$ cat config.mk
export PLATFORM = sky130hd
export DESIGN_NAME = rndpos_calc
export DESIGN_NICKNAME = d
export VERILOG_FILES = /design/src/rtl/rndpos_pkg.sv /design/src/rtl/rndpos_adjust.sv /design/src/rtl/rndpos_divider.sv /design/src/rtl/rndpos_wrap.sv /design/src/rtl/rndpos_calc.sv
export SDC_FILE = /design/constraint.sdc
export NUM_CORES = 1
export LEC_CHECK = 0
export BUFFER_PORTS_ARGS = -buffer_cell sky130_fd_sc_hd__buf_2
export CORE_ASPECT_RATIO = 0.75
export CORE_MARGIN = 3
export CORE_UTILIZATION = 67
export DETAILED_ROUTE_END_ITERATION = 8
export GPL_TIMING_DRIVEN = 0
export PLACE_DENSITY_LB_ADDON = 0.2
export SLEW_MARGIN = 20
export SYNTH_ARGS = -nofsm -noshare
export SYNTH_HDL_FRONTEND = slang
export SYNTH_HIERARCHICAL = 1
export SYNTH_SLANG_ARGS = --single-unit
$ cat constraint.sdc
create_clock -name clk -period 15.9 [get_ports clk]
set_clock_uncertainty 0.05 [all_clocks]
set_input_delay 1.59 -clock clk [delete_from_list [all_inputs] [get_ports clk]]
set_output_delay 1.59 -clock clk [all_outputs]
set_load 0.005 [all_outputs]
$ cat src/rtl/rndpos_pkg.sv
package rndpos_pkg;

  typedef enum logic [1:0] {
    ST_IDLE = 2'd0,
    ST_PREP = 2'd1,
    ST_DIV  = 2'd2
  } rndpos_state_t;

  function automatic int unsigned wider(input int unsigned a, input int unsigned b);
    return (a > b) ? a : b;
  endfunction

endpackage

$ cat src/rtl/rndpos_adjust.sv
module rndpos_adjust #(
  parameter int BYTES_W = 16,
  parameter int SIZE_W  = 11,
  parameter int WGT_W   = 4,
  parameter int MTU_W   = 11,
  parameter int RIDX_W  = 4,
  parameter int NUM_W   = 18,
  localparam int QW     = WGT_W + MTU_W,
  localparam int DEF_W  = QW + 1
) (
  input  logic                    new_flow,
  input  logic [RIDX_W-1:0]       cur_round,
  input  logic [RIDX_W-1:0]       flow_round,
  input  logic [BYTES_W-1:0]      backlog,
  input  logic signed [DEF_W-1:0] deficit,
  input  logic [SIZE_W-1:0]       pkt_size,
  input  logic [WGT_W-1:0]        weight,
  input  logic [MTU_W-1:0]        mtu,
  output logic signed [DEF_W-1:0] def_adj,
  output logic [QW-1:0]           quantum,
  output logic [NUM_W-1:0]        dividend
);

  localparam int SW = NUM_W + 1;

  logic            topup;
  logic [SW-1:0]   b_ext;
  logic [SW-1:0]   d_ext;
  logic [SW-1:0]   s_ext;
  logic [SW-1:0]   numer;
  logic [NUM_W-1:0] numer_pos;

  always_comb begin
    quantum = {{MTU_W{1'b0}}, weight} * {{WGT_W{1'b0}}, mtu};
    topup   = !new_flow && (flow_round != cur_round) && deficit[DEF_W-1];
    if (new_flow)
      def_adj = '0;
    else if (topup)
      def_adj = deficit + $signed({1'b0, quantum});
    else
      def_adj = deficit;

    b_ext = new_flow ? '0 : {{(SW-BYTES_W){1'b0}}, backlog};
    d_ext = {{(SW-DEF_W){def_adj[DEF_W-1]}}, def_adj};
    s_ext = {{(SW-SIZE_W){1'b0}}, pkt_size};
    numer = b_ext - d_ext + s_ext;

    if (numer[SW-1] || (numer == '0))
      numer_pos = NUM_W'(1);
    else
      numer_pos = numer[NUM_W-1:0];

    dividend = numer_pos + NUM_W'(quantum) - NUM_W'(1);
  end

endmodule

$ cat src/rtl/rndpos_divider.sv
module rndpos_divider #(
  parameter int NUM_W = 18,
  parameter int DVS_W = 15
) (
  input  logic             clk,
  input  logic             rst,
  input  logic             load,
  input  logic [NUM_W-1:0] dividend,
  input  logic [DVS_W-1:0] divisor,
  output logic [NUM_W-1:0] quotient,
  output logic             ready
);

  localparam int CW = $clog2(NUM_W + 1);

  logic [NUM_W-1:0] dvd;
  logic [DVS_W:0]   rem;
  logic [DVS_W:0]   rem_sh;
  logic [DVS_W:0]   rem_nx;
  logic             fits;
  logic [CW-1:0]    cnt;

  always_comb begin
    rem_sh = {rem[DVS_W-1:0], dvd[NUM_W-1]};
    fits   = (rem_sh >= {1'b0, divisor});
    rem_nx = fits ? (rem_sh - {1'b0, divisor}) : rem_sh;
  end

  always_ff @(posedge clk) begin
    if (rst) begin
      dvd <= '0;
      rem <= '0;
      cnt <= '0;
    end else if (load) begin
      dvd <= dividend;
      rem <= '0;
      cnt <= CW'(NUM_W);
    end else if (cnt != '0) begin
      rem <= rem_nx;
      dvd <= {dvd[NUM_W-2:0], fits};
      cnt <= cnt - CW'(1);
    end
  end

  assign quotient = dvd;
  assign ready    = (cnt == '0);

endmodule

$ cat src/rtl/rndpos_wrap.sv
module rndpos_wrap #(
  parameter int NUM_W      = 18,
  parameter int NUM_ROUNDS = 12,
  parameter int RIDX_W     = 4
) (
  input  logic [NUM_W-1:0]  quot,
  input  logic [RIDX_W-1:0] cur_round,
  output logic [RIDX_W-1:0] pos,
  output logic              err
);

  logic [NUM_W-1:0]  ahead;
  logic [RIDX_W:0]   sum;
  logic [RIDX_W-1:0] prev_round;

  always_comb begin
    ahead = quot - NUM_W'(1);
    err   = (ahead >= NUM_W'(NUM_ROUNDS));
    sum   = {1'b0, cur_round} + {1'b0, ahead[RIDX_W-1:0]};
    if (sum >= (RIDX_W+1)'(NUM_ROUNDS))
      sum = sum - (RIDX_W+1)'(NUM_ROUNDS);
    prev_round = (cur_round == '0) ? RIDX_W'(NUM_ROUNDS - 1) : (cur_round - RIDX_W'(1));
    pos = err ? prev_round : sum[RIDX_W-1:0];
  end

endmodule

$ cat src/rtl/rndpos_calc.sv
module rndpos_calc
  import rndpos_pkg::*;
#(
  parameter int BYTES_W    = 16,
  parameter int SIZE_W     = 11,
  parameter int WGT_W      = 4,
  parameter int MTU_W      = 11,
  parameter int NUM_ROUNDS = 12,
  localparam int RIDX_W    = $clog2(NUM_ROUNDS),
  localparam int QW        = WGT_W + MTU_W,
  localparam int DEF_W     = QW + 1,
  localparam int NUM_W     = wider(BYTES_W, QW) + 2,
  localparam int LATENCY   = NUM_W + 2
) (
  input  logic                    clk,
  input  logic                    rst,
  input  logic                    start,
  input  logic [RIDX_W-1:0]       cur_round,
  input  logic [RIDX_W-1:0]       flow_round,
  input  logic                    new_flow,
  input  logic [BYTES_W-1:0]      backlog,
  input  logic signed [DEF_W-1:0] deficit,
  input  logic [SIZE_W-1:0]       pkt_size,
  input  logic [WGT_W-1:0]        weight,
  input  logic [MTU_W-1:0]        mtu,
  output logic                    done,
  output logic [RIDX_W-1:0]       pos,
  output logic signed [DEF_W-1:0] def_out,
  output logic                    err
);

  rndpos_state_t state;

  logic [RIDX_W-1:0]       r_cur;
  logic [RIDX_W-1:0]       r_flow;
  logic                    r_new;
  logic [BYTES_W-1:0]      r_backlog;
  logic signed [DEF_W-1:0] r_def;
  logic [SIZE_W-1:0]       r_size;
  logic [WGT_W-1:0]        r_weight;
  logic [MTU_W-1:0]        r_mtu;
  logic signed [DEF_W-1:0] def_hold;

  logic signed [DEF_W-1:0] def_adj;
  logic [QW-1:0]           quantum;
  logic [NUM_W-1:0]        dividend;
  logic [NUM_W-1:0]        quotient;
  logic                    div_ready;
  logic [RIDX_W-1:0]       w_pos;
  logic                    w_err;

  rndpos_adjust #(
    .BYTES_W(BYTES_W), .SIZE_W(SIZE_W), .WGT_W(WGT_W),
    .MTU_W(MTU_W), .RIDX_W(RIDX_W), .NUM_W(NUM_W)
  ) u_adjust (
    .new_flow  (r_new),
    .cur_round (r_cur),
    .flow_round(r_flow),
    .backlog   (r_backlog),
    .deficit   (r_def),
    .pkt_size  (r_size),
    .weight    (r_weight),
    .mtu       (r_mtu),
    .def_adj   (def_adj),
    .quantum   (quantum),
    .dividend  (dividend)
  );

  rndpos_divider #(.NUM_W(NUM_W), .DVS_W(QW)) u_div (
    .clk     (clk),
    .rst     (rst),
    .load    (state == ST_PREP),
    .dividend(dividend),
    .divisor (quantum),
    .quotient(quotient),
    .ready   (div_ready)
  );

  rndpos_wrap #(.NUM_W(NUM_W), .NUM_ROUNDS(NUM_ROUNDS), .RIDX_W(RIDX_W)) u_wrap (
    .quot     (quotient),
    .cur_round(r_cur),
    .pos      (w_pos),
    .err      (w_err)
  );

  always_ff @(posedge clk) begin
    if (rst) begin
      state     <= ST_IDLE;
      r_cur     <= '0;
      r_flow    <= '0;
      r_new     <= 1'b0;
      r_backlog <= '0;
      r_def     <= '0;
      r_size    <= '0;
      r_weight  <= '0;
      r_mtu     <= '0;
      def_hold  <= '0;
      done      <= 1'b0;
      pos       <= '0;
      def_out   <= '0;
      err       <= 1'b0;
    end else begin
      done <= 1'b0;
      case (state)
        ST_IDLE: begin
          if (start) begin
            r_cur     <= cur_round;
            r_flow    <= flow_round;
            r_new     <= new_flow;
            r_backlog <= backlog;
            r_def     <= deficit;
            r_size    <= pkt_size;
            r_weight  <= weight;
            r_mtu     <= mtu;
            state     <= ST_PREP;
          end
        end
        ST_PREP: begin
          def_hold <= def_adj;
          state    <= ST_DIV;
        end
        ST_DIV: begin
          if (div_ready) begin
            pos     <= w_pos;
            err     <= w_err;
            def_out <= def_hold;
            done    <= 1'b1;
            state   <= ST_IDLE;
          end
        end
        default: state <= ST_IDLE;
      endcase
    end
  end

endmodule

Yosys cells after proc, flatten, opt, wreduce, memory -nomap -nowiden
Cells that the tools add are included.
{"block": "classes", "magnitude_cmp": 3, "mux": 16, "multipliers": 1, "bitwise": 1, "n_reduce_logical": 15, "eq_ne": 5, "n_addsub": 11}
{"operator": "$mux 18", "n": 3}
{"operator": "$mux 16", "n": 3}
{"operator": "$sub 18x1->18 const B", "n": 2}
{"operator": "$add 19x11->19", "n": 1}
{"operator": "$logic_not 19->1", "n": 1}
{"operator": "$sub 19x19->19", "n": 1}
{"operator": "$add 18x15->18", "n": 1}
{"operator": "$ge 18x4->1 const B", "n": 1}
{"operator": "$add 16x16->16", "n": 1}
{"operator": "$ge 16x15->1", "n": 1}
{"operator": "$mul 4x11->15", "n": 1}
{"operator": "$mux 15", "n": 1}
{"operator": "$sub 15x15->15", "n": 1}
{"operator": "$mux 4", "n": 3}
{"operator": "$mux 5", "n": 2}
{"operator": "$pmux 2 s3", "n": 1}
{"operator": "$reduce_and 2->1", "n": 3}
{"operator": "$add 4x4->5", "n": 1}
{"operator": "$ge 5x4->1 const B", "n": 1}
{"operator": "$logic_not 5->1", "n": 1}
{"operator": "$reduce_bool 5->1", "n": 1}
{"operator": "$sub 5x1->5 const B", "n": 1}
{"operator": "$logic_not 4->1", "n": 1}
{"operator": "$mux 2", "n": 2}
{"operator": "14 further kinds", "n": 17}
{"block": "word_totals", "elab_cells": 70, "regBits": 145, "output_inout_bits": 22}

Depth between registers and ports, before layout
Gate-level depths: netlist of run 1.
{"block": "logic_depth", "depth_word": 13, "ltp_mapped": 48}

Hierarchy
The synthesis of run 1 kept the hierarchy.
{"mod": "rndpos_adjust", "cells_per_inst": 681, "area_each_um2": 4937.2, "seq_area_each_um2": 0.0, "instances": 1}
{"mod": "rndpos_calc", "cells_per_inst": 463, "area_each_um2": 3676.0, "seq_area_each_um2": 2142.1, "instances": 1}
{"mod": "rndpos_divider", "cells_per_inst": 332, "area_each_um2": 2418.6, "seq_area_each_um2": 760.7, "instances": 1}
{"mod": "rndpos_wrap", "cells_per_inst": 82, "area_each_um2": 635.6, "seq_area_each_um2": 0.0, "instances": 1}

Worst setup path before layout of run 1
No wires, ideal clock.
{"block": "synth_path", "path_kind": "register to register", "startpoint": "register r_weight[3]", "endpoint": "register u_div.dvd[17] (netlist: u_div/quotient[17])", "stages_incl_launch_ff": 46, "path_buffers": 1, "required_ps": 15722, "path_slack_ps": 6746, "arrival_time_ps": 8976, "period_less_slack_ps": 9154, "path_cell_list": "dfxtp_1 > clkbuf_1 > nand2_1 > fa_1 > inv_1 > fa_1 > ha_1 > a21o_1 > a21oi_1 > o21ai_0 > a21oi_1 > nand2b_1 > a21boi_0 > nor2_1 > xnor2_1 > ha_1 > nand2_1 > and4bb_2 > (+10 left out) > nand3_2 > o21ai_1 > o32ai_1 > ha_1 > inv_1 > ha_1 > fa_1 > a21o_1 > a21oi_1 > nand2b_1 > a21oi_1 > nand4_1 > a31o_2 > o21a_1 > o21ai_0 > xor2_1 > a21oi_1 > nor2_1"}
{"block": "synth_via", "elab_chain_cells": 12}
{"item": "start, declared", "line": "rndpos_calc.sv:40", "text": "logic [WGT_W-1:0] r_weight;"}
{"item": "start signal, assigned", "line": "rndpos_calc.sv:113", "text": "r_weight <= weight;"}
{"item": "$mul 4x11->15 *", "line": "rndpos_adjust.sv:34", "text": "quantum = {{MTU_W{1'b0}}, weight} * {{WGT_W{1'b0}}, mtu};"}
{"item": "via quantum[9]", "line": "rndpos_calc.sv:45", "text": "logic [QW-1:0] quantum;"}
{"item": "$add 16x16->16 *", "line": "rndpos_adjust.sv:39", "text": "def_adj = deficit + $signed({1'b0, quantum});"}
{"item": "$mux 16 *", "line": "rndpos_adjust.sv:38", "text": "else if (topup)"}
{"item": "$mux 16 *", "line": "rndpos_adjust.sv:36", "text": "if (new_flow)"}
{"item": "via def_adj[9]", "line": "rndpos_calc.sv:44", "text": "logic signed [DEF_W-1:0] def_adj;"}
{"item": "$sub 19x19->19 *", "line": "rndpos_adjust.sv:46", "text": "numer = b_ext - d_ext + s_ext;"}
{"item": "$add 19x11->19 *", "line": "rndpos_adjust.sv:46"}
{"item": "$logic_not 19->1", "line": "rndpos_adjust.sv:48", "text": "if (numer[SW-1] || (numer == '0))"}
{"item": "$logic_or 1x1->1", "line": "rndpos_adjust.sv:48"}
{"item": "$mux 18 *", "line": "rndpos_adjust.sv:48"}
{"item": "$add 18x15->18 *", "line": "rndpos_adjust.sv:53", "text": "dividend = numer_pos + NUM_W'(quantum) - NUM_W'(1);"}
{"item": "$sub 18x1->18 *", "line": "rndpos_adjust.sv:53"}
{"item": "via dividend[17]", "line": "rndpos_calc.sv:46", "text": "logic [NUM_W-1:0] dividend;"}
{"item": "$mux 18 *", "line": "rndpos_divider.sv:34", "text": "end else if (load) begin"}
{"item": "end signal, assigned", "line": "rndpos_divider.sv:35", "text": "dvd <= dividend;"}
{"item": "end signal, assigned", "line": "rndpos_divider.sv:40", "text": "dvd <= {dvd[NUM_W-2:0], fits};"}
{"item": "end, declared", "line": "rndpos_divider.sv:16", "text": "logic [NUM_W-1:0] dvd;"}
Mark *: on every way through the listed nets, which the timed path passes. The rest lies on a longest branch.
A chain may end at the register's enable or synchronous reset.

Worst setup path in the final report of run 1
{"block": "layout_path", "startpoint": "register r_weight[3]", "endpoint": "register u_div.dvd[16] (netlist: u_div/quotient[16])"}
The elaborated chain is that of the path after synthesis.

==> results.py, run 1 <==
metrics = {
    "yosys": {
        "synth.yosys.warnings": 6,
        "syn_area_per_cell_sq_um": 7.49,
        "muxShareOfSynthArea_pct": 1.33,
        "synth_top_cell_area_share_pct": 24.9,
        "ys_ff_latch": 145,
        "synthSimpleGateAreaFrac_pct": 22.9,
        "synthTopCellsByArea": "dfxtp_1 25%, ha_1 12%, nand2_1 10%, a21oi_1 9.2%, fa_1 5.7%",
        "synth_flop_cell": "dfxtp_1",
        "synth-edff-count": 0,
        "synthXorXnorAreaFrac_pct": 5.63,
        "synth_seq_area_share_pct": 24.9,
        "synth_top_family_by_area": "simple AND/OR/NAND/NOR gates",
        "synthArstFlopShare_pct": 0,
        "syn_inst": 1558,
        "synth_cell_types": 82,
        "synth_top_cell_by_area": "dfxtp_1",
        "synthAdderAreaFrac_pct": 18.0,
        "synth_area_sq_mm": 0.0117,
        "syn_nets": 1776,
        "synth-compound-area-share_pct": 19.6,
    },
    "routing": {
        "drc": 0,
        "routed_wirelength_mm": 32.8,
        "drt_pass1_iterations": 8,
        "dr_total_vias": 11418,
        "wire_per_inst_um": 17.3,
        "postRouteAntennaNets": 0,
        "vias_per_cell": 6.02,
        "drt_iter0_drc": 1146,
    },
    "floorplanning": {
        "core_sq_mm": 0.0169,
        "die_h_um": 120,
        "die_w_um": 158,
        "io_pins": 92,
        "start_util_pct": 68.9,
        "row_count": 41,
        "die-area_sq_mm": 0.0191,
    },
    "power_and_ir_drop": {
        "p_sw_w": 0.00106,
        "vdd_drop_max_mv": 0.126,
        "finalPower_w": 0.00226,
        "power.leakage_nw": 5.85,
        "power_frac_seq_pct": 20.9,
        "switching_share_pct": 46.9,
        "p_int_w": 0.00120,
        "p_comb_share_pct": 60.6,
        "pwr-share-clk_pct": 18.4,
        "p_per_area_mw_per_mm2": 174,
    },
    "setup_path": {
        "worst_setup_path_start_kind": "flop",
        "crit_path_max_fanout": 10,
        "end_kind": "flop",
        "cp.required_ns": 16.17,
        "critPathMaxStageDelay_ns": 0.61,
        "critPathSlowestCell": "xor2_1",
        "arrival_ns": 11.72,
        "crit_type": "flop to flop",
    },
    "clocking": {
        "clk_pin_slew_ns": 0.08,
        "clk_latency_ns": 0.44,
        "post_cts_buffers": 0,
        "root_buffer": "clkbuf_16",
        "hold_buffers": 0,
        "htreeDepth": 4,
        "ctsResizeCount": 0,
        "clkSinkCount": 145,
        "cts_tree": "yes",
        "cts_buffer_depth": 2,
        "cts_buffers": 17,
    },
    "sta": {
        "maxSlewHeadroom_pct": 41.6,
        "worst_pin_slew_ns": 0.875,
        "fin_ws_ns": 4.45,
        "finalSetupViolations": 0,
        "hold_viol": 0,
        "rsz0062_at_grt": "false",
        "post-route-period-util_pct": 72.0,
        "hold_slack_ns": 0.396,
        "setup_tns_ns": 0,
        "report.final.slew_viol_count": 0,
        "fmax_ghz": 0.0874,
        "period_needed_ns": 11.45,
    },
    "hold_path": {
        "hp-class": "flop to flop",
    },
    "finish": {
        "area_delta_synth_final_pct": 11.7,
        "drive_gt1_share_pct": 10.4,
        "nets": 1886,
        "register_area_sq_mm": 0.00290,
        "antenna_cells": 0,
        "fillers": 1287,
        "multi_input_area_sq_mm": 0.00787,
    },
    "global_route": {
        "grt_antenna_before_repair": 0,
        "grt_pass1_wl_mm": 52.9,
        "grt_pass1_vias": 10746,
        "globalRouteTotalUtil_pct": 34.9,
        "grt.overflow.total": 0,
        "grt_max_degree": 20,
    },
    "placed_design": {
        "dp_slack_ns": 4.81,
        "dp_hpwl_mm": 24.6,
        "io_buffers": 91,
        "place.gp.congestion": 0.961,
    },
    "outcome": {
        "outcome": "complete, no violations",
    },
    "run": {
        "cap_violations": 0,
    },
}
==> synth_stat cells, drive strengths merged, types with 9 or more instances <==
cell    count
nor2       84
a21o       22
nand2     312
nor3       19
and2       32
a21oi     218
ha        115
o21a       11
or3        10
nand2b     29
o21ai      57
and3        9
dfxtp     145
nand3b     11
fa         33
clkbuf     42
nor2b      15
xnor2      43
xor2       29
nand3      20
buf        25
a211oi     12
inv       156
mux2i      14
==> sequential cells by signal (all words and copies together) (netlist names) <==
register,cells
err,1
r_backlog,16
r_weight,4
r_flow,4
u_div/rem,15
r_mtu,11
def_out,16
r_new,1
r_cur,4
pos,4
u_div/cnt,5
r_def,16
u_div/quotient,18
def_hold,16
state,2
done,1
r_size,11
==> area by class of cell <==
cell class	count	share of cell area [%]
Clock inverter	15	1.62
Multi-Input combinational cell	1189	60.4
Sequential cell	145	22.3
Timing Repair Buffer	91	3.50
Inverter	157	4.52
Tap cell	215	2.06
Buffer	67	2.34
Clock buffer	17	3.27
==> critical path, delay by kind of cell, from the launching register on <==
| kind | cells | cell delay, ns |
|---|---|---|
| buffers and inverters | 5 | 0.66 |
| XOR/XNOR | 3 | 0.92 |
| AND/OR/NAND/NOR | 9 | 1.62 |
| adder cells (fa/ha/maj) | 8 | 3.24 |
| AO/OA/AOI/OAI | 21 | 4.34 |
| flip-flops | 1 | 0.46 |
==> metrics by stage <==
step | area, sq um | util (%) | instances
6_report | 13000 | 77.0 | 1896
5_1_grt | 13000 | 77.0 | 1896
4_1_cts | 13000 | 77.0 | 1896
3_5_place_dp | 12400 | 73.2 | 1864
3_3_place_gp | 12400 | 73.2 | 1864
2_1_floorplan | 11700 | - | 1558
==> power by group through the flow <==
stage	sequential, W	combinational [W]	clock [W]
floorplan	0.000457	0.00107	0
global placement	0.000477	0.00130	0
detailed placement	0.000478	0.00133	0
CTS	0.000471	0.00135	0.000421
global route	0.000480	0.00152	0.000434
finish	0.000474	0.00137	0.000417
==> logic make-up (layout without fill, tap and decap cells) <==
kind of cell,count (synthesis),count (layout)
and+or+nand+nor,574,574
AOI/OAI and AO/OA,380,380
buffers and inverters,224,347
adders and majority gates,148,148
DFF,145,145
xor gates and xnor gates,72,72
muxes,15,15
==> per-layer routing <==
| layer | GRT usage [%] | share of wire [%] | up-vias |
|---|---|---|---|
| met3 | 7.66 | 9.3 | 85 |
| met5 | 0 | 0 | - |
| met4 | 11.5 | 2.9 | 0 |
| met2 | 54.6 | 44 | 555 |
| li1 | - | - | 5440 |
| met1 | 48.1 | 44 | 5338 |
==> final timing paths <==
path | startpoint | end | slack [ns] | cells past startpoint
hold / removal | def_hold[6] | def_out[6] | 0.40 | 2
setup reg to reg | r_weight[3] | u_div/quotient[16] | 4.45 | 46
hold reg to reg | def_hold[6] | def_out[6] | 0.40 | 2
setup / recovery | r_weight[3] | u_div/quotient[16] | 4.45 | 46
==> layout by cell type, fill, tap and decap left out, drive strengths merged, types with 11 or more instances in the layout <==
master	Yosys	final
nand2	312	312
a21oi	218	218
inv	156	160
dfxtp	145	145
buf	25	116
ha	115	115
nor2	84	84
clkbuf	42	59
o21ai	57	57
xnor2	43	43
fa	33	33
and2	32	32
nand2b	29	29
xor2	29	29
a21o	22	22
nand3	20	20
nor3	19	19
nor2b	15	15
mux2i	14	14
a211oi	12	12
clkinv	1	12
nand3b	11	11
o21a	11	11
No activity file was read; power rests on OpenSTA's default activity.
==> run 2, diff against run 1 <==
Settings changed: CORE_UTILIZATION 67 to 56.
Clock period 15.9 ns to 10.3 ns, I/O delays scaled along.
==> results.py, run 2 (synthesis gave the netlist of run 1 again) <==
metrics = {
    "outcome": {
        "outcome": "complete, no violations",
    },
    "setup_path": {
        "critPathSlowestCell": "fa_1",
        "crit_type": "flop to flop",
        "cp.required_ns": 10.61,
        "crit_path_max_fanout": 10,
        "worst_setup_path_start_kind": "flop",
        "arrival_ns": 10.29,
        "r2r_slack_ns": 0.32,
        "r2r-end": "u_div/quotient[17]",
        "crit-reg2reg-launch": "r_weight[3]",
        "critPathMaxStageDelay_ns": 0.54,
        "end_kind": "flop",
        "rr_worst_depth": 46,
    },
    "global_route": {
        "grt_pass1_vias": 10535,
        "globalRouteTotalUtil_pct": 29.0,
        "grt_pass1_wl_mm": 52.8,
        "grt.overflow.total": 0,
        "grt_antenna_before_repair": 0,
        "grt_max_degree": 17,
    },
    "floorplanning": {
        "core_sq_mm": 0.0203,
        "die_h_um": 131,
        "start_util_pct": 57.4,
        "die_w_um": 173,
        "die-area_sq_mm": 0.0226,
        "io_pins": 92,
        "row_count": 45,
    },
    "clocking": {
        "cts_buffers": 17,
        "cts_tree": "yes",
        "root_buffer": "clkbuf_16",
        "clkSinkCount": 145,
        "htreeDepth": 4,
        "clk_latency_ns": 0.44,
        "clk_pin_slew_ns": 0.06,
        "cts_buffer_depth": 2,
    },
    "routing": {
        "vias_per_cell": 5.65,
        "drt_iter0_drc": 890,
        "drt_pass1_iterations": 6,
        "routed_wirelength_mm": 33.2,
        "drc": 0,
        "postRouteAntennaNets": 0,
        "dr_total_vias": 11160,
        "wire_per_inst_um": 16.8,
    },
    "finish": {
        "nets": 1899,
        "final_common_cell": "nand2_1",
        "mostFrequentLayoutCells": "312 x nand2_1, 208 x a21oi_1, 155 x inv_1",
        "stdcell_count": 1975,
        "largest_reg_flops": 18,
        "stdcell_area_sq_mm": 0.0134,
        "drive_gt1_share_pct": 13.5,
        "area_delta_synth_final_pct": 15.3,
        "antenna_cells": 0,
    },
    "power_and_ir_drop": {
        "p_int_w": 0.00191,
        "p_per_area_mw_per_mm2": 264,
        "switching_share_pct": 46.1,
        "vdd_drop_max_mv": 0.151,
        "power_frac_seq_pct": 20.6,
        "p_comb_share_pct": 62.1,
        "power.leakage_nw": 5.99,
        "pwr-share-clk_pct": 17.3,
        "finalPower_w": 0.00355,
        "p_sw_w": 0.00164,
    },
    "placed_design": {
        "place.gp.congestion": 0.966,
        "dp_cells": 1931,
        "io_buffers": 91,
        "dpl-instance-area_sq_mm": 0.0125,
        "dp_hpwl_mm": 25.2,
    },
    "sta": {
        "fmax_ghz": 0.100,
        "maxSlewHeadroom_pct": 40.0,
        "finalSetupViolations": 0,
        "hold_slack_ns": 0.402,
        "period_needed_ns": 9.98,
        "report.final.slew_viol_count": 0,
        "post-route-period-util_pct": 96.9,
        "worst_pin_slew_ns": 0.895,
        "hold_viol": 0,
    },
    "hold_path": {
        "holdPathStages": 2,
        "min_from": "def_hold[9]",
        "whs_endpoint": "def_out[9]",
        "hp-class": "flop to flop",
    },
    "run": {
        "cap_violations": 0,
    },
}
==> run 2: power by group through the flow <==
stage / Clock (W) / Sequential (W) / Combinational, W
after global placement: 0 / 0.000735 / 0.00204
after floorplan: 0 / 0.000706 / 0.00165
after CTS: 0.000617 / 0.000726 / 0.00211
final: 0.000614 / 0.000731 / 0.00221
after detailed placement: 0 / 0.000737 / 0.00208
after global routing: 0.000641 / 0.000741 / 0.00243
==> run 2: final cells by class <==
type	instances	area [sq um]
fill	1781	6880
timing repair buffer	105	573
sequential	145	2910
inverter	157	589
clock buffer	20	457
clock inverter	11	116
buffer	66	310
tap	282	353
multi-input combinational	1189	8140
==> run 2: what timing repair did <==
item / 4_1_cts / 5_1_grt
hold buffers: 0 / 0
endpoints found under the hold margin: 0 / 0
pin swaps: 3 / 16
setup endpoints to repair: 11 / 10
buffers inserted: 4 / 10
resized for setup: 16 / 48
==> run 2: critical path: cells and delay by family (launching register included) <==
kind / cells / cell delay [ns]
flip-flops: 1 / 0.39
adder cells (fa/ha/maj): 9 / 3.01
AND/OR/NAND/NOR: 9 / 1.65
XOR/XNOR: 2 / 0.36
AO/OA/AOI/OAI: 20 / 3.82
buffers and inverters: 6 / 0.62
==> run 2: how the worst max path moves through the flow <==
stage,slack [ns],endpoint,from
3_3_place_gp,-0.76,u_div/quotient[16],r_weight[3]
5_1_grt,-0.20,u_div/quotient[17],r_weight[3]
2_1_floorplan,1.15,u_div/quotient[17],r_weight[3]
6_report,0.32,u_div/quotient[17],r_weight[3]
4_1_cts,0.02,u_div/quotient[17],r_weight[3]
3_5_place_dp,-0.79,u_div/quotient[17],r_weight[3]
==> run 2: stage by stage <==
stage | TNS [ns] | util (%) | setup WS (ns)
2_1_floorplan | 0 | - | 1.15
3_3_place_gp | -3.96 | 61.4 | -0.757
3_5_place_dp | -4.22 | 61.4 | -0.788
4_1_cts | 0 | 64.8 | 0.0155
5_1_grt | -0.394 | 66.2 | -0.202
6_report | 0 | 66.2 | 0.317
==> run 2: per-layer routing <==
| metal | wire length, um | up-vias | global-route usage (%) |
|---|---|---|---|
| met4 | 583 | 0 | 8.48 |
| met5 | 0 | - | 0 |
| met3 | 2560 | 44 | 5.40 |
| li1 | - | 5468 | - |
| met2 | 14500 | 396 | 46.0 |
| met1 | 15600 | 5252 | 40.8 |
==> run 3, diff against run 2 <==
Settings changed: ABC_AREA from default to 1, CORE_UTILIZATION 56 to 57, SLEW_MARGIN 20 to 25.
==> results.py, run 3 <==
metrics = {
    "floorplanning": {
        "core_sq_mm": 0.0225,
        "die-area_sq_mm": 0.0253,
        "die_h_um": 139,
        "io_pins": 92,
        "die_w_um": 183,
        "start_util_pct": 59.3,
        "row_count": 47,
    },
    "sta": {
        "period_needed_ns": 9.69,
        "hold_viol": 0,
        "rsz0062_at_grt": "false",
        "setup_tns_ns": 0,
        "finalSetupViolations": 0,
        "maxSlewHeadroom_pct": 53.8,
        "report.final.slew_viol_count": 0,
        "fmax_ghz": 0.103,
        "post-route-period-util_pct": 94.1,
        "worst_pin_slew_ns": 0.693,
    },
    "routing": {
        "dr_total_vias": 13584,
        "routed_wirelength_mm": 36.5,
        "wire_per_inst_um": 14.3,
        "drc": 0,
        "drt_pass1_iterations": 5,
        "postRouteAntennaNets": 0,
        "vias_per_cell": 5.32,
        "drt_iter0_drc": 1342,
    },
    "setup_path": {
        "crit_path_max_fanout": 10,
        "crit_type": "flop to flop",
        "critPathSlowestCell": "fa_1",
        "arrival_ns": 9.94,
        "critPathMaxStageDelay_ns": 0.54,
        "cpMostUsedCell": "nand2_1",
        "cp.required_ns": 10.55,
        "crit-reg2reg-launch": "r_weight[3]",
        "end_kind": "flop",
        "worst_setup_path_start_kind": "flop",
        "critPathLaunch": "r_weight[3]",
    },
    "yosys": {
        "synth-edff-count": 0,
        "syn_area_per_cell_sq_um": 6.25,
        "synth_cell_types": 53,
        "synth_most_common_cell": "nand2_1",
        "synth_seq_area_share_pct": 21.7,
        "synthTopCellsByArea": "dfxtp_1 22%, nand2_1 15%, inv_1 11%, ha_1 11%, nor2_1 6.6%",
        "synth_area_sq_mm": 0.0134,
        "synthArstFlopShare_pct": 0,
        "synth_flop_cell": "dfxtp_1",
        "syn_inst": 2136,
        "synth.top_cells.by_count": "544 x nand2_1, 408 x inv_1, 234 x nor2_1",
        "ys_ff_latch": 145,
        "synth_top_cell_by_area": "dfxtp_1",
        "synth_top_cell_area_share_pct": 21.7,
        "synth.yosys.warnings": 6,
        "syn_nets": 2354,
    },
    "global_route": {
        "grt.overflow.total": 0,
        "grt_max_degree": 17,
        "grt_pass1_vias": 12324,
        "grt_antenna_before_repair": 0,
        "globalRouteTotalUtil_pct": 29.0,
        "grt_pass1_wl_mm": 60.1,
    },
    "placed_design": {
        "place.gp.congestion": 0.991,
        "dp_hpwl_mm": 29.7,
        "io_buffers": 90,
    },
    "clocking": {
        "cts_tree": "yes",
        "cts_buffer_depth": 2,
        "root_buffer": "clkbuf_16",
        "cts_buffers": 17,
        "hold_buffers": 0,
        "clk_pin_slew_ns": 0.07,
        "htreeDepth": 4,
        "clk_latency_ns": 0.44,
        "clkSinkCount": 145,
    },
    "finish": {
        "area_delta_synth_final_pct": 10.6,
        "mostFrequentLayoutCells": "544 x nand2_1, 408 x inv_1, 234 x nor2_1",
        "multi_input_area_sq_mm": 0.00851,
        "register_area_sq_mm": 0.00290,
        "fin_util_pct": 65.6,
        "fillers": 2112,
        "drive_gt1_share_pct": 11.1,
        "nets": 2463,
        "final_common_cell": "nand2_1",
        "antenna_cells": 0,
        "largest_reg_flops": 18,
    },
    "power_and_ir_drop": {
        "p_per_area_mw_per_mm2": 284,
        "vdd_drop_max_mv": 0.167,
        "power.leakage_nw": 8.36,
    },
    "run": {
        "cap_violations": 0,
    },
    "outcome": {
        "outcome": "complete, no violations",
    },
    "hold_path": {
        "hp-class": "flop to flop",
        "min_from": "u_div/cnt[0]",
    },
}
[run 3: worst paths after layout]
check / end / slack, ns / cells past startpoint
worst max register to register: u_div/quotient[13] / 0.61 / 46
worst min-delay path: u_div/cnt[0] / 0.40 / 1
worst min register to register: u_div/cnt[0] / 0.40 / 1
worst max-delay path: u_div/quotient[13] / 0.61 / 46
[run 3: layout make-up]
type	instances	share of cell area, %
multi-input cells	1497	57.6
flip-flops and latches	145	19.7
inverters	426	10.8
repair buffers	91	3.10
clock buffers	19	3.00
well taps	294	2.49
plain buffers	67	2.33
clock inverters	13	0.957
[run 3: logic make-up after synthesis]
kind of cell	Yosys count	synth area share (%)
simple gates	1045	34.0
buf+inv	494	14.6
compound gates	254	10.7
fa+ha+maj	148	15.7
flops	145	21.7
xor+xnor	50	3.28
[run 3: critical path, delay by kind of cell, from the launching register on]
kind,cells,cell delay [ns]
AOI/OAI and AO/OA,10,2.30
xor gates and xnor gates,2,0.45
adders and majority gates,9,3.59
buffers and inverters,8,0.86
DFF,1,0.36
and+or+nand+nor,17,1.91
[run 3: where the power goes]
part           leakage [nW]  switching [W]  internal (W)  total [W]
clock network         0.285       0.000279      0.000348   0.000627
logic                  6.89        0.00178       0.00103    0.00280
registers              1.19       0.000104      0.000663   0.000767
total                  8.36        0.00216       0.00204    0.00420
[run 3: per-stage QoR]
| step | setup slack, ns | std cells | hold WS, ns | cell area (sq um) | power [W] |
|---|---|---|---|---|---|
| floorplan | 1.96 | 2136 | 0.372 | 13400 | 0.00288 |
| global placement | 0.529 | 2520 | 0.386 | 14200 | 0.00344 |
| detailed placement | 0.467 | 2520 | 0.398 | 14200 | 0.00350 |
| CTS | 0.430 | 2552 | 0.407 | 14800 | 0.00414 |
| global route | 0.0115 | 2552 | 0.427 | 14800 | 0.00461 |
| finish | 0.610 | 2552 | 0.401 | 14800 | 0.00420 |
[run 3: repair_timing]
action | in CTS | in global routing
endpoints found under the hold margin | 0 | 0
setup buffers | 0 | 1
endpoints found under the setup margin | 0 | 6
resized for setup | 0 | 8
[run 3: metal layers]
layer  track usage, %  up-vias  share of wire [%]
met2             42.6      517                 42
met4             7.05        0                1.6
met3             6.32       42                9.4
met5                0        -                  0
met1             43.1     6178                 47
li1                 -     6847                  -
